[config.mk]
export PLATFORM = sky130hd
export DESIGN_NAME = tclk_pin_filter
export DESIGN_NICKNAME = d
export VERILOG_FILES = /design/src/rtl/cpf_pkg.sv /design/src/rtl/cpf_sync.sv /design/src/rtl/cpf_strobe.sv /design/src/rtl/cpf_filter.sv /design/src/rtl/tclk_pin_filter.sv
export SDC_FILE = /design/constraint.sdc
export NUM_CORES = 1
export LEC_CHECK = 0
export BUFFER_PORTS_ARGS = -buffer_cell sky130_fd_sc_hd__buf_2
export CAP_MARGIN = 20
export CORE_MARGIN = 8
export CORE_UTILIZATION = 30
export CTS_CLUSTER_SIZE = 16
export DETAILED_ROUTE_END_ITERATION = 6
export REMOVE_ABC_BUFFERS = 1
export SKIP_CTS_REPAIR_TIMING = 1
export SLEW_MARGIN = 20
export SYNTH_ARGS = -nofsm -noshare
export SYNTH_HDL_FRONTEND = slang
export SYNTH_HIERARCHICAL = 1
export SYNTH_SLANG_ARGS = --single-unit
[constraint.sdc]
create_clock -name clk -period 1.8 [get_ports clk]
set_input_delay 0.27 -clock clk [delete_from_list [all_inputs] [get_ports clk]]
set_output_delay 0.27 -clock clk [all_outputs]
set_load 0.05 [all_outputs]
[src/rtl/cpf_pkg.sv]
package cpf_pkg;
   // Decoded view of the 2-bit mode input
   typedef struct packed {
      logic use_int;   // bit 1: integrator algorithm
      logic use_chan;  // bit 0: channel strobe as sample enable
   } cpf_mode_t;

   function automatic cpf_mode_t cpf_decode(input logic [1:0] m);
      cpf_mode_t r;
      r.use_int  = m[1];
      r.use_chan = m[0];
      return r;
   endfunction
endpackage

[src/rtl/cpf_sync.sv]
module cpf_sync #(
   parameter int STAGES = 2
) (
   input  logic clk,
   input  logic rst_n,
   input  logic d_async,
   output logic q_sync
);
   generate
      if (STAGES < 2) begin : g_bad
         initial $error("cpf_sync: STAGES must be at least 2");
      end
   endgenerate

   logic [STAGES-1:0] chain;

   genvar k;
   generate
      for (k = 0; k < STAGES; k++) begin : g_stage
         if (k == 0) begin : g_first
            always_ff @(posedge clk or negedge rst_n)
               if (!rst_n) chain[0] <= 1'b0;
               else        chain[0] <= d_async;
         end else begin : g_next
            always_ff @(posedge clk or negedge rst_n)
               if (!rst_n) chain[k] <= 1'b0;
               else        chain[k] <= chain[k-1];
         end
      end
   endgenerate

   assign q_sync = chain[STAGES-1];
endmodule

[src/rtl/cpf_strobe.sv]
module cpf_strobe (
   input  logic clk,
   input  logic rst_n,
   input  logic use_chan,
   input  logic chan_strobe,
   output logic stb
);
   logic half_q;

   // free-running toggle: enable is high every other system cycle
   always_ff @(posedge clk or negedge rst_n)
      if (!rst_n) half_q <= 1'b0;
      else        half_q <= ~half_q;

   assign stb = use_chan ? chan_strobe : half_q;

   AST_DIV2_SPACED: assert property (@(posedge clk) disable iff (!rst_n)
      (!use_chan && $past(!use_chan) && $past(stb)) |-> !stb);
endmodule

[src/rtl/cpf_filter.sv]
module cpf_filter #(
   parameter int INT_W = 2
) (
   input  logic clk,
   input  logic rst_n,
   input  logic sync_lvl,
   input  logic stb,
   input  logic use_int,
   input  logic reload,
   output logic level,
   output logic rise,
   output logic fall
);
   localparam logic [INT_W-1:0] CNT_TOP = {INT_W{1'b1}};
   localparam logic [INT_W-1:0] CNT_BOT = '0;

   generate
      if (INT_W < 1 || INT_W > 8) begin : g_bad
         initial $error("cpf_filter: INT_W must be in 1..8");
      end
   endgenerate

   logic             samp_q, samp_d;
   logic [INT_W-1:0] cnt_q, cnt_d;
   logic             lvl_q, lvl_d;
   logic             rise_q, fall_q;

   always_comb begin
      samp_d = samp_q;
      cnt_d  = cnt_q;
      lvl_d  = lvl_q;
      if (reload) begin
         samp_d = sync_lvl;
         cnt_d  = sync_lvl ? CNT_TOP : CNT_BOT;
         lvl_d  = sync_lvl;
      end else if (stb) begin
         samp_d = sync_lvl;
         if (sync_lvl && cnt_q != CNT_TOP)
            cnt_d = cnt_q + 1'b1;
         else if (!sync_lvl && cnt_q != CNT_BOT)
            cnt_d = cnt_q - 1'b1;
         if (use_int) begin
            if (cnt_d == CNT_TOP)      lvl_d = 1'b1;
            else if (cnt_d == CNT_BOT) lvl_d = 1'b0;
         end else if (sync_lvl == samp_q) begin
            lvl_d = sync_lvl;
         end
      end
   end

   always_ff @(posedge clk or negedge rst_n)
      if (!rst_n) begin
         samp_q <= 1'b0;
         cnt_q  <= CNT_BOT;
         lvl_q  <= 1'b0;
         rise_q <= 1'b0;
         fall_q <= 1'b0;
      end else begin
         samp_q <= samp_d;
         cnt_q  <= cnt_d;
         lvl_q  <= lvl_d;
         rise_q <=  lvl_d & ~lvl_q & ~reload;
         fall_q <= ~lvl_d &  lvl_q & ~reload;
      end

   assign level = lvl_q;
   assign rise  = rise_q;
   assign fall  = fall_q;

   AST_RISE_ONE: assert property (@(posedge clk) disable iff (!rst_n)
      rise |=> !rise);
   AST_FALL_ONE: assert property (@(posedge clk) disable iff (!rst_n)
      fall |=> !fall);
   AST_RISE_LVL: assert property (@(posedge clk) disable iff (!rst_n)
      rise |-> (level && !fall));
   AST_RELOAD_QUIET: assert property (@(posedge clk) disable iff (!rst_n)
      reload |=> (!rise && !fall && level == $past(sync_lvl)));
   AST_NO_STB_HOLD: assert property (@(posedge clk) disable iff (!rst_n)
      (!stb && !reload) |=> $stable(level));
   AST_INT_TOP: assert property (@(posedge clk) disable iff (!rst_n)
      (use_int && !reload && !lvl_q && lvl_d) |-> (cnt_d == CNT_TOP));
endmodule

[src/rtl/tclk_pin_filter.sv]
module tclk_pin_filter #(
   parameter int SYNC_STAGES = 2,
   parameter int INT_W       = 2
) (
   input  logic       clk,
   input  logic       rst_n,
   input  logic       pin_raw,
   input  logic       chan_strobe,
   input  logic [1:0] mode_sel,
   output logic       filt_level,
   output logic       rise_pulse,
   output logic       fall_pulse
);
   import cpf_pkg::*;

   cpf_mode_t  mode;
   logic [1:0] mode_q;
   logic       reload;
   logic       sync_lvl;
   logic       stb;

   assign mode   = cpf_decode(mode_sel);
   assign reload = (mode_sel != mode_q);

   always_ff @(posedge clk or negedge rst_n)
      if (!rst_n) mode_q <= 2'b00;
      else        mode_q <= mode_sel;

   cpf_sync #(.STAGES(SYNC_STAGES)) u_sync (
      .clk     (clk),
      .rst_n   (rst_n),
      .d_async (pin_raw),
      .q_sync  (sync_lvl)
   );

   cpf_strobe u_stb (
      .clk         (clk),
      .rst_n       (rst_n),
      .use_chan    (mode.use_chan),
      .chan_strobe (chan_strobe),
      .stb         (stb)
   );

   cpf_filter #(.INT_W(INT_W)) u_filt (
      .clk      (clk),
      .rst_n    (rst_n),
      .sync_lvl (sync_lvl),
      .stb      (stb),
      .use_int  (mode.use_int),
      .reload   (reload),
      .level    (filt_level),
      .rise     (rise_pulse),
      .fall     (fall_pulse)
   );

   AST_CHAN_HOLD: assert property (@(posedge clk) disable iff (!rst_n)
      (mode_sel[0] && !chan_strobe && !reload) |=> $stable(filt_level));
   AST_EDGE_EXCL: assert property (@(posedge clk) disable iff (!rst_n)
      !(rise_pulse && fall_pulse));
endmodule

; ---- Yosys cells after proc, flatten, opt, wreduce, memory -nomap -nowiden
; Cells that the tools add are included.
[word_totals]
reg_bits = 11
latch_bits = 0
ramBits = 0
romBits = 0
output_inout_bits = 3
mem_count = 0
[classes]
n_addsub = 2
mul = 0
n_div = 0
magnitude_cmp = 0
n_eq_ne = 4
shifts = 0
n_mux = 16
bitwise_logic = 8
n_reduce_logical = 6
[op_table]
columns = operator, count
row1 = $mux 2, 7
row2 = $mux 1, 9
row3 = $and 1x1->1, 4
row4 = $not 1->1, 4
row5 = $reduce_bool 2->1, 2
row6 = $add 2x1->2 const B, 1
row7 = $eq 2x2->1 const B, 1
row8 = $logic_and 1x1->1, 2
row9 = $logic_not 2->1, 1
row10 = $ne 2x2->1, 1
row11 = $ne 2x2->1 const B, 1
row12 = $sub 2x1->2 const B, 1
row13 = $eq 1x1->1, 1
row14 = $logic_not 1->1, 1

; ---- Depth between registers and ports, before layout
; Gate-level depths: netlist (run 1).
[depth]
word_depth = 15
depth_mapped = 6

; ---- Cells and area by module
; Netlist (run 1), hierarchy kept.
[by_module_without_submodules]
columns = mod, instances, cells_per_inst, area_per_inst_um2
row1 = cpf_filter, 1, 55, 455.4
row2 = tclk_pin_filter, 1, 5, 71.3
row3 = cpf_sync, 1, 2, 50.0
row4 = cpf_strobe, 1, 3, 43.8

; ---- Worst setup path after synthesis (run 1)
; OpenSTA, ideal clock, no wires.
[synth_timing]
path_kind = register to register
from = reg u_filt.cnt_q[0]
to = reg u_filt.lvl_q, in the netlist u_filt/level
setup_time_ns = 0.133
arrival_time_ns = 1.488
required_ns = 1.667
slack_ns = 0.179
path_stages_with_launch = 7
path_buffers = 0
path_cell_list = dfrtp_1 -> inv_1 -> ha_1 -> or3b_1 -> o21ai_1 -> a211o_1 -> nand4_1
[synth_via]
elab_chain_cells = 12
word_cells_on_any_way = 17
cone_classes = add/sub (2) / eq/ne (2) / mux (9) / reduce/logical (4)
[synth_rtl]
columns = element, line_no
row1 = from (decl), cpf_filter.sv:24  ; logic [INT_W-1:0] cnt_q, cnt_d;
row2 = from (signal assigned), cpf_filter.sv:60  ; cnt_q <= cnt_d;
row3 = branches (longest 3 deep; another with $sub 2x1->2), n/a
row4 = $mux 2 *, cpf_filter.sv:38  ; if (sync_lvl && cnt_q != CNT_TOP)
row5 = $mux 2 *, cpf_filter.sv:36  ; end else if (stb) begin
row6 = $mux 2 *, cpf_filter.sv:32  ; if (reload) begin
row7 = $logic_not 2->1, cpf_filter.sv:44  ; else if (cnt_d == CNT_BOT) lvl_d = 1'b0;
row8 = $mux 1, cpf_filter.sv:44
row9 = $mux 1 *, cpf_filter.sv:43  ; if (cnt_d == CNT_TOP) lvl_d = 1'b1;
row10 = $mux 1 *, cpf_filter.sv:42  ; if (use_int) begin
row11 = $mux 1 *, cpf_filter.sv:36
row12 = $mux 1 *, cpf_filter.sv:32
row13 = net u_filt.lvl_d, cpf_filter.sv:25  ; logic lvl_q, lvl_d;
row14 = to (signal assigned), cpf_filter.sv:61  ; lvl_q <= lvl_d;
row15 = to (decl), cpf_filter.sv:25
; Mark *: on every way through the listed nets, which the timed path passes. The select of a mux whose other input is x is not followed.
; A chain may end at the register's enable or synchronous reset.

; ---- Final worst setup path (run 1)
[layout_timing]
from = reg u_filt.cnt_q[1]
to = reg u_filt.lvl_q, in the netlist u_filt/level
; Same word-level chain as after synthesis.

==> results of run 1 <==
## through the flow
step / hold slack [ns] / setup slack (ns) / cells / cell area (µm²)
2_1_floorplan: -0.0256 / 0.179 / 63 / 611
3_3_place_gp: 0.156 / 0.166 / 100 / 699
3_5_place_dp: 0.151 / 0.114 / 100 / 699
4_1_cts: -0.138 / 0.103 / 104 / 726
5_1_grt: 0.0945 / 0.0310 / 105 / 748
6_report: 0.106 / 0.149 / 105 / 748
## kinds of logic (layout without fill, tap and decap cells)
| family | after synthesis | after routing | synth area share |
|---|---|---|---|
| AOI/OAI and AO/OA | 21 | 21 | 0.200 |
| xor gates and xnor gates | 2 | 2 | 0.0282 |
| adders and majority gates | 2 | 2 | 0.0403 |
| and+or+nand+nor | 20 | 20 | 0.190 |
| DFF | 11 | 11 | 0.444 |
| muxes | 3 | 3 | 0.0585 |
| buffers and inverters | 6 | 19 | 0.0403 |
## power by group
group	internal, mW	total (mW)	switching [mW]
clock network	0.0857	0.168	0.0822
registers	0.265	0.283	0.0178
logic	0.0896	0.211	0.121
## how the worst max path moves through the flow
stage | to | slack (ns) | cells after the start | from
5_1_grt | u_filt/level | 0.03 | 6 | u_filt/cnt_q[1]
3_3_place_gp | u_filt/level | 0.17 | 6 | u_filt/cnt_q[1]
6_report | u_filt/level | 0.15 | 6 | u_filt/cnt_q[1]
2_1_floorplan | u_filt/level | 0.18 | 6 | u_filt/cnt_q[0]
3_5_place_dp | u_filt/level | 0.11 | 6 | u_filt/cnt_q[1]
4_1_cts | u_filt/level | 0.10 | 6 | u_filt/cnt_q[1]
## layout make-up
| class | instances | area share |
|---|---|---|
| Clock buffer | 4 | 0.0351 |
| Inverter | 4 | 0.0201 |
| Multi-Input combinational cell | 48 | 0.445 |
| Sequential cell | 11 | 0.368 |
| Tap cell | 27 | 0.0452 |
| Timing Repair Buffer | 11 | 0.0870 |
## layer usage
metal | vias up | part of all wire
met4 | 0 | 0
met3 | 0 | 0.076
met5 | - | 0
li1 | 263 | -
met1 | 239 | 0.49
met2 | 10 | 0.43
## Yosys cell counts
master	n	area share
nand2b_1	2	0.020
o21ai_1	2	0.016
nor3b_1	1	0.012
o311ai_0	1	0.014
nand3_1	2	0.016
nand2_1	2	0.012
dfrtp_1	11	0.44
nor3_1	2	0.016
mux2_4	1	0.024
nor2_1	4	0.024
a2bb2oi_1	1	0.014
o32ai_1	1	0.014
or3b_1	1	0.014
nor4_2	1	0.020
buf_2	2	0.016
mux2i_1	1	0.016
mux2_2	1	0.018
nand4_1	2	0.020
xnor2_1	2	0.028
a21oi_1	7	0.056
o22ai_1	1	0.010
inv_1	4	0.024
nor2b_1	1	0.010
a211o_1	1	0.014
ha_1	2	0.040
o21ai_0	5	0.040
nand3b_1	2	0.024
a31oi_1	2	0.020
## worst max-delay path: cells and delay by family (launching register included)
| family | cells | cell delay [ns] |
|---|---|---|
| AOI/OAI and AO/OA | 2 | 0.25 |
| and+or+nand+nor | 2 | 0.45 |
| buffers and inverters | 1 | 0.11 |
| adders and majority gates | 1 | 0.31 |
| DFF | 1 | 0.41 |
==> impl_metrics.json, run 1 <==
{
  "yosysSeqAreaShare": 0.444,
  "largestRegisters": "mode_q (2), u_filt/cnt_q (2)",
  "holdPathEnd": "u_sync/chain[0]",
  "clkTransAtPathRegs_ns": 0.07,
  "powerDensity_nw_per_um2": 884,
  "yosysWarnings": 6,
  "antenna_found_initial": 0,
  "dp.final_hpwl_um": 947,
  "via_per_inst": 4.88,
  "drt_wl_total_um": 1240,
  "insertion_delay_ns": 0.26,
  "timing.rr.start": "u_filt/cnt_q[1]",
  "io_buffers": 8,
  "maxSlewHeadroom": 0.792,
  "drt-initial-drc-count": 8,
  "critPathMaxFanout": 6,
  "grt_use_met3": 0.0397,
  "grt_use_met1": 0.0823,
  "coreArea_um2": 1960,
  "drc": 0,
  "hold_viol_final": 0,
  "nets": 87,
  "n_antenna_cell": 0,
  "cts_sinks": 11,
  "drive_above_1_share": 0.218,
  "synth-seq-cells": 11,
  "dieWidth_um": 61.5,
  "fmax_mhz": 606,
  "multi_input_area_um2": 333,
  "cts_buffers": 3,
  "syn_to_final_growth_pct": 20.6,
  "utilization": 0.381,
  "hold_path_depth": 1,
  "hp-class": "primary input to register",
  "fin_setup_tns_ns": 0,
  "period_share": 0.917,
  "cts_root_buffer": "clkbuf_4",
  "die_h_um": 61.5,
  "gr-max-usage-layer": "met2",
  "worstPathRequired_ns": 1.94,
  "drtAntennaViolNets": 0,
  "setup_viol_count_final": 0,
  "max_cap_viol_count": 0,
  "total_power_mw": 0.662,
  "r2r_cells": 6,
  "worstHoldStart": "pin_raw",
  "rsz0062_at_grt": "false",
  "r2r_slack_ns": 0.15,
  "grt_use_met2": 0.117,
  "initial_utilization": 0.316,
  "fillers": 218,
  "regArea_um2": 275,
  "setup.worst_path.start_class": "register",
  "tightestPinTransition_ns": 0.308,
  "ctsHtreeMaxLevel": 1,
  "syn_avg_cell_area_um2": 9.55,
  "grt_pass1_vias": 488,
  "final_common_cell": "dfrtp_1",
  "cts_tree": "built",
  "wire_per_inst_um": 11.8,
  "grt_pass1_wl_um": 2070,
  "grt-ovfl-total": 0,
  "rows": 16,
  "grt_max_degree": 12,
  "synthesis.instances": 65,
  "path_cells": "inv_1, ha_4, or3b_1, o21ai_1, a211o_1, nand4_1",
  "ys_types": 28,
  "status": "completed",
  "crit_path_end_kind": "register",
  "cts.path.max_buffers": 2,
  "vdd_ir_drop_max_v": 0.000553,
  "synth_area_um2": 621,
  "io_pins": 9,
  "die-area_um2": 3780,
  "vias": 512,
  "leakage_nw": 0.323,
  "cpPeakStageDelay_ns": 0.41,
  "min_period_ns": 1.65,
  "gp_congestion": 0.865,
  "dr.pass1.iters": 3,
  "slowest_stage": "dfrtp_1",
  "crit_type": "register to register",
  "finalMaxSlewViolations": 0,
  "worstPathArrival_ns": 1.79,
  "r2r-end": "u_filt/level",
  "layout_common_cells": "dfrtp_1 (11), buf_2 (8), a21oi_1 (7)",
  "finalClockSkew_ns": 0.000189,
  "grt_usage": 0.0731
}
Note: power is estimated with default switching activity, not from simulation.
==> run 2: changes to the inputs <==
ABC_AREA = 1   (was not set)
PLACE_DENSITY = 0.51   (was not set)
clock period = 1.58 ns   (was 1.8 ns; I/O delays follow)
==> impl_metrics.json, run 2 <==
{
  "ys_types": 15,
  "fillers": 189,
  "grt_pass1_wl_um": 1830,
  "synthTopCellsByCount": "nand2_1 (21), inv_1 (12), dfrtp_1 (11)",
  "cts_buffers": 3,
  "initial_utilization": 0.320,
  "layout_common_cells": "nand2_1 (21), inv_1 (11), dfrtp_1 (11)",
  "dieWidth_um": 58.9,
  "cts_root_buffer": "clkbuf_4",
  "grt_pass1_vias": 390,
  "critical_path.most_common_cell": "nand2_1",
  "utilization": 0.384,
  "synth-edff-count": 0,
  "dp.final_hpwl_um": 804,
  "syn_to_final_growth_pct": 20.2,
  "clkTransAtPathRegs_ns": 0.07,
  "drtAntennaViolNets": 0,
  "grt-ovfl-total": 0,
  "coreArea_um2": 1730,
  "cp.buffers_inverters": 2,
  "io_pins": 9,
  "vdd_ir_drop_max_v": 0.000503,
  "fmax_mhz": 696,
  "maxSlewHeadroom": 0.839,
  "cts_tree": "built",
  "setup_viol_count_final": 0,
  "finalMaxSlewViolations": 0,
  "dr.pass1.iters": 4,
  "die-area_um2": 3470,
  "vias": 445,
  "r2r_slack_ns": 0.14,
  "rows": 15,
  "yosysSeqAreaShare": 0.499,
  "max_cap_viol_count": 0,
  "powerDensity_nw_per_um2": 1000,
  "async_flop_share": 1.00,
  "antenna_found_initial": 0,
  "largestRegisters": "mode_q (2), u_filt/cnt_q (2)",
  "wire_per_inst_um": 10.2,
  "critPathMaxFanout": 4,
  "grt_max_degree": 12,
  "critPathTopFamily": "simple AND/OR/NAND/NOR gates",
  "finalClockSkew_ns": 0.00299,
  "die_h_um": 58.9,
  "syn_avg_cell_area_um2": 8.11,
  "synthFlopType": "dfrtp_1",
  "drt-initial-drc-count": 5,
  "cts.path.max_buffers": 2,
  "hold_viol_final": 0,
  "synthesis.instances": 68,
  "min_period_ns": 1.44,
  "yosysMostFrequentCell": "nand2_1",
  "yosysTopAreaCellShare": 0.499,
  "period_share": 0.910,
  "worstPathRequired_ns": 1.73,
  "drt_wl_total_um": 1080,
  "worstPathArrival_ns": 1.59,
  "path_cells": "inv_2, ha_1, inv_1, nand2_4, nand2_2, nand2_1, nand3_1, nand2_1, nand2_1, nand2_2, nand2_2, nand2_1",
  "yosysWarnings": 6,
  "gp_congestion": 0.737,
  "grt_usage": 0.0698,
  "crit_type": "register to register",
  "drive_above_1_share": 0.222,
  "synth_top_area_cell": "dfrtp_1",
  "io_buffers": 8,
  "synth-seq-cells": 11,
  "via_per_inst": 4.20,
  "insertion_delay_ns": 0.26,
  "ctsHtreeMaxLevel": 1,
  "nets": 90,
  "tightestPinTransition_ns": 0.241,
  "drc": 0,
  "cts_sinks": 11,
  "slowest_stage": "dfrtp_1",
  "cpPeakStageDelay_ns": 0.41,
  "final_common_cell": "nand2_1",
  "hp-class": "primary input to register",
  "synth_area_um2": 552,
  "netlist_top_cells_area": "dfrtp_1 (50%), nand2_1 (14%), inv_1 (8.2%), ha_1 (4.5%), nand3_1 (3.6%)",
  "status": "completed",
  "leakage_nw": 0.373,
  "total_power_mw": 0.666,
  "crit_path_end_kind": "register",
  "setup.worst_path.start_class": "register",
  "n_antenna_cell": 0
}
==> run 2: path summary, 6_finish.rpt <==
| path | start | to | cells after the start |
|---|---|---|---|
| setup / recovery | u_filt/cnt_q[0] | u_filt/level | 12 |
| hold / removal | pin_raw | u_sync/chain[0] | 1 |
| setup reg to reg | u_filt/cnt_q[0] | u_filt/level | 12 |
| hold reg to reg | u_sync/chain[0] | u_sync/q_sync | 0 |
| max in group asynchronous | rst_n | u_filt/cnt_q[1] | 2 |
| min in group asynchronous | rst_n | mode_q[1] | 2 |
==> run 2: layout make-up <==
| class | count | area (µm²) | share of cell area |
|---|---|---|---|
| sequential | 11 | 275 | 0.415 |
| multi-input combinational | 44 | 231 | 0.349 |
| inverter | 13 | 48.8 | 0.0736 |
| tap | 25 | 31.3 | 0.0472 |
| timing repair buffer | 9 | 50.0 | 0.0755 |
| clock buffer | 4 | 26.3 | 0.0396 |
==> run 2: cells by family (layout without fill, tap and decap cells) <==
| group | after synthesis | count (layout) | share of synthesized area |
|---|---|---|---|
| adders and majority gates | 2 | 2 | 0.0453 |
| buffers and inverters | 13 | 26 | 0.0884 |
| xor gates and xnor gates | 1 | 1 | 0.0159 |
| and+or+nand+nor | 34 | 34 | 0.268 |
| DFF | 11 | 11 | 0.499 |
| AOI/OAI and AO/OA | 7 | 7 | 0.0839 |
==> run 2: worst register-to-register path, stage by stage (launching register included) <==
cell and delay (ns):
dfrtp_1 0.41, inv_2 0.07, ha_1 0.19, inv_1 0.09, nand2_4 0.06, nand2_2 0.08, nand2_1 0.07, nand3_1 0.07
nand2_1 0.05, nand2_1 0.07, nand2_2 0.06, nand2_2 0.06, nand2_1 0.05
==> run 2: routing by layer <==
metal,wire (µm),up-vias,GRT usage,part of all wire
met2,499,6,0.101,0.46
li1,-,238,-,-
met4,36,0,0.0614,0.033
met1,512,197,0.0840,0.48
met5,0,-,0,0
met3,28,4,0.0152,0.026
==> run 2: metrics by stage <==
step / setup slack (ns) / TNS (ns) / hold WS (ns) / std cells / instance area, µm²
floorplan: 0.222 / 0 / -0.0586 / 68 / 552
global placement: 0.108 / 0 / 0.115 / 101 / 623
detailed placement: 0.119 / 0 / 0.117 / 101 / 623
CTS: 0.102 / 0 / -0.174 / 105 / 649
global route: -0.00134 / -0.00134 / 0.0658 / 106 / 663
finish: 0.142 / 0 / 0.0790 / 106 / 663
==> run 2: report_power, final <==
| group | switching, mW | total, mW | internal, mW |
|---|---|---|---|
| Clock | 0.0911 | 0.189 | 0.0975 |
| Sequential | 0.0189 | 0.320 | 0.301 |
| Combinational | 0.102 | 0.157 | 0.0556 |
==> run 3: changes to the inputs <==
PLACE_DENSITY = not set   (was 0.51)
PLACE_DENSITY_LB_ADDON = 0.3   (was not set)
==> impl_metrics.json, run 3 (synthesis gave the netlist of run 2 again) <==
{
  "status": "completed",
  "grt_usage": 0.0655,
  "critPathTopFamily": "simple AND/OR/NAND/NOR gates",
  "io_pins": 9,
  "dp.final_hpwl_um": 780,
  "final_common_cell": "nand2_1",
  "grt-ovfl-total": 0,
  "finalMaxSlewViolations": 0,
  "dp.cells": 101,
  "critPathMaxFanout": 4,
  "path_cells": "ha_1, inv_1, nand2_2, nand2_4, nand2_1, nand3_1, nand2_1, nand2_1, nand2_2, nand2_2, nor2_1",
  "worstPathRequired_ns": 1.73,
  "cts_root_buffer": "clkbuf_4",
  "multi_input_area_um2": 243,
  "drc": 0,
  "gp_congestion": 0.774,
  "worstPathArrival_ns": 1.56,
  "drtAntennaViolNets": 0,
  "layout_common_cells": "nand2_1 (20), dfrtp_1 (11), inv_1 (10)",
  "io_buffers": 8,
  "fillers": 186,
  "largestRegisters": "mode_q (2), u_filt/cnt_q (2)",
  "grt_use_met3": 0.0130,
  "drt-initial-drc-count": 4,
  "fin_cells": 107,
  "coreArea_um2": 1730,
  "cts_tree": "built",
  "regArea_um2": 275,
  "vias": 441,
  "drt_wl_total_um": 1030,
  "leakage_nw": 0.381,
  "max_cap_viol_count": 0,
  "fmax_mhz": 708,
  "min_period_ns": 1.41,
  "clkTransAtPathRegs_ns": 0.07,
  "setup_viol_count_final": 0,
  "setup.worst_path.start_class": "register",
  "period_share": 0.894,
  "nets": 91,
  "syn_to_final_growth_pct": 23.6,
  "maxSlewHeadroom": 0.839,
  "dr.pass1.iters": 3,
  "via_per_inst": 4.12,
  "finalClockSkew_ns": 0.00111,
  "drive_above_1_share": 0.268,
  "gr-max-usage-layer": "met2",
  "initial_utilization": 0.320,
  "grt_use_met1": 0.0794,
  "hold_viol_final": 0,
  "cts_buffers": 3,
  "crit_path_end_kind": "register",
  "cts_sinks": 11,
  "cts.path.max_buffers": 2,
  "tightestPinTransition_ns": 0.242,
  "ctsHtreeMaxLevel": 1,
  "grt_use_met2": 0.103,
  "n_antenna_cell": 0,
  "holdWs_ns": 0.0786,
  "insertion_delay_ns": 0.26,
  "die_h_um": 58.9,
  "hp-class": "primary input to register",
  "powerDensity_nw_per_um2": 1000,
  "vdd_ir_drop_max_v": 0.000460,
  "crit_type": "register to register",
  "rows": 15,
  "dieWidth_um": 58.9,
  "cp.buffers_inverters": 1,
  "cpPeakStageDelay_ns": 0.41,
  "grt_max_degree": 12,
  "die-area_um2": 3470,
  "wire_per_inst_um": 9.65,
  "grt_pass1_vias": 441,
  "grt_pass1_wl_um": 1780,
  "slowest_stage": "dfrtp_1",
  "antenna_found_initial": 0
}
==> run 3: changes by cell type in the layout (fill, tap and decap cells not counted) <==
| cell | change |
|---|---|
| inv_2 | +1 |
| nand2_4 | +1 |
| buf_4 | +1 |
| inv_1 | -1 |
| o21ai_1 | -1 |
| o21ai_2 | +1 |
| nand2_1 | -1 |
==> run 3: stage by stage <==
stage          setup TNS [ns]  instance area [µm²]  utilization  power, mW  setup slack (ns)
2_1_floorplan               0                  552            -      0.436             0.222
3_3_place_gp                0                  623        0.361      0.476             0.107
3_5_place_dp                0                  623        0.361      0.477            0.0985
4_1_cts                     0                  649        0.376      0.669            0.0956
5_1_grt              -0.00673                  682        0.395      0.723          -0.00613
6_report                    0                  682        0.395      0.682             0.167
==> run 3: area by class of cell <==
cell class	count	area share
flip-flops and latches	11	0.404
multi-input cells	44	0.356
repair buffers	10	0.0844
inverters	13	0.0716
well taps	25	0.0459
clock buffers	4	0.0385
==> run 3: worst paths after layout <==
path                                         to  slack [ns]       startpoint  cells after the start
worst max register to register      u_filt/rise        0.17  u_filt/cnt_q[0]                     11
worst max-delay path                u_filt/rise        0.17  u_filt/cnt_q[0]                     11
worst min-delay path            u_sync/chain[0]        0.08          pin_raw                      1
max in group asynchronous       u_filt/cnt_q[0]        1.02            rst_n                      2
min in group asynchronous           u_filt/rise        0.36            rst_n                      2
worst min register to register    u_sync/q_sync        0.35  u_sync/chain[0]                      0
==> run 3: layer usage <==
| metal | vias up | share of wire |
|---|---|---|
| met5 | - | 0 |
| met4 | 0 | 0.0097 |
| met3 | 2 | 0.027 |
| met2 | 6 | 0.47 |
| met1 | 196 | 0.49 |
| li1 | 237 | - |
==> run 3: report_power, final <==
part	total [mW]	internal, mW	switching (mW)
Combinational	0.173	0.0643	0.109
Clock	0.189	0.0975	0.0918
Sequential	0.320	0.301	0.0186
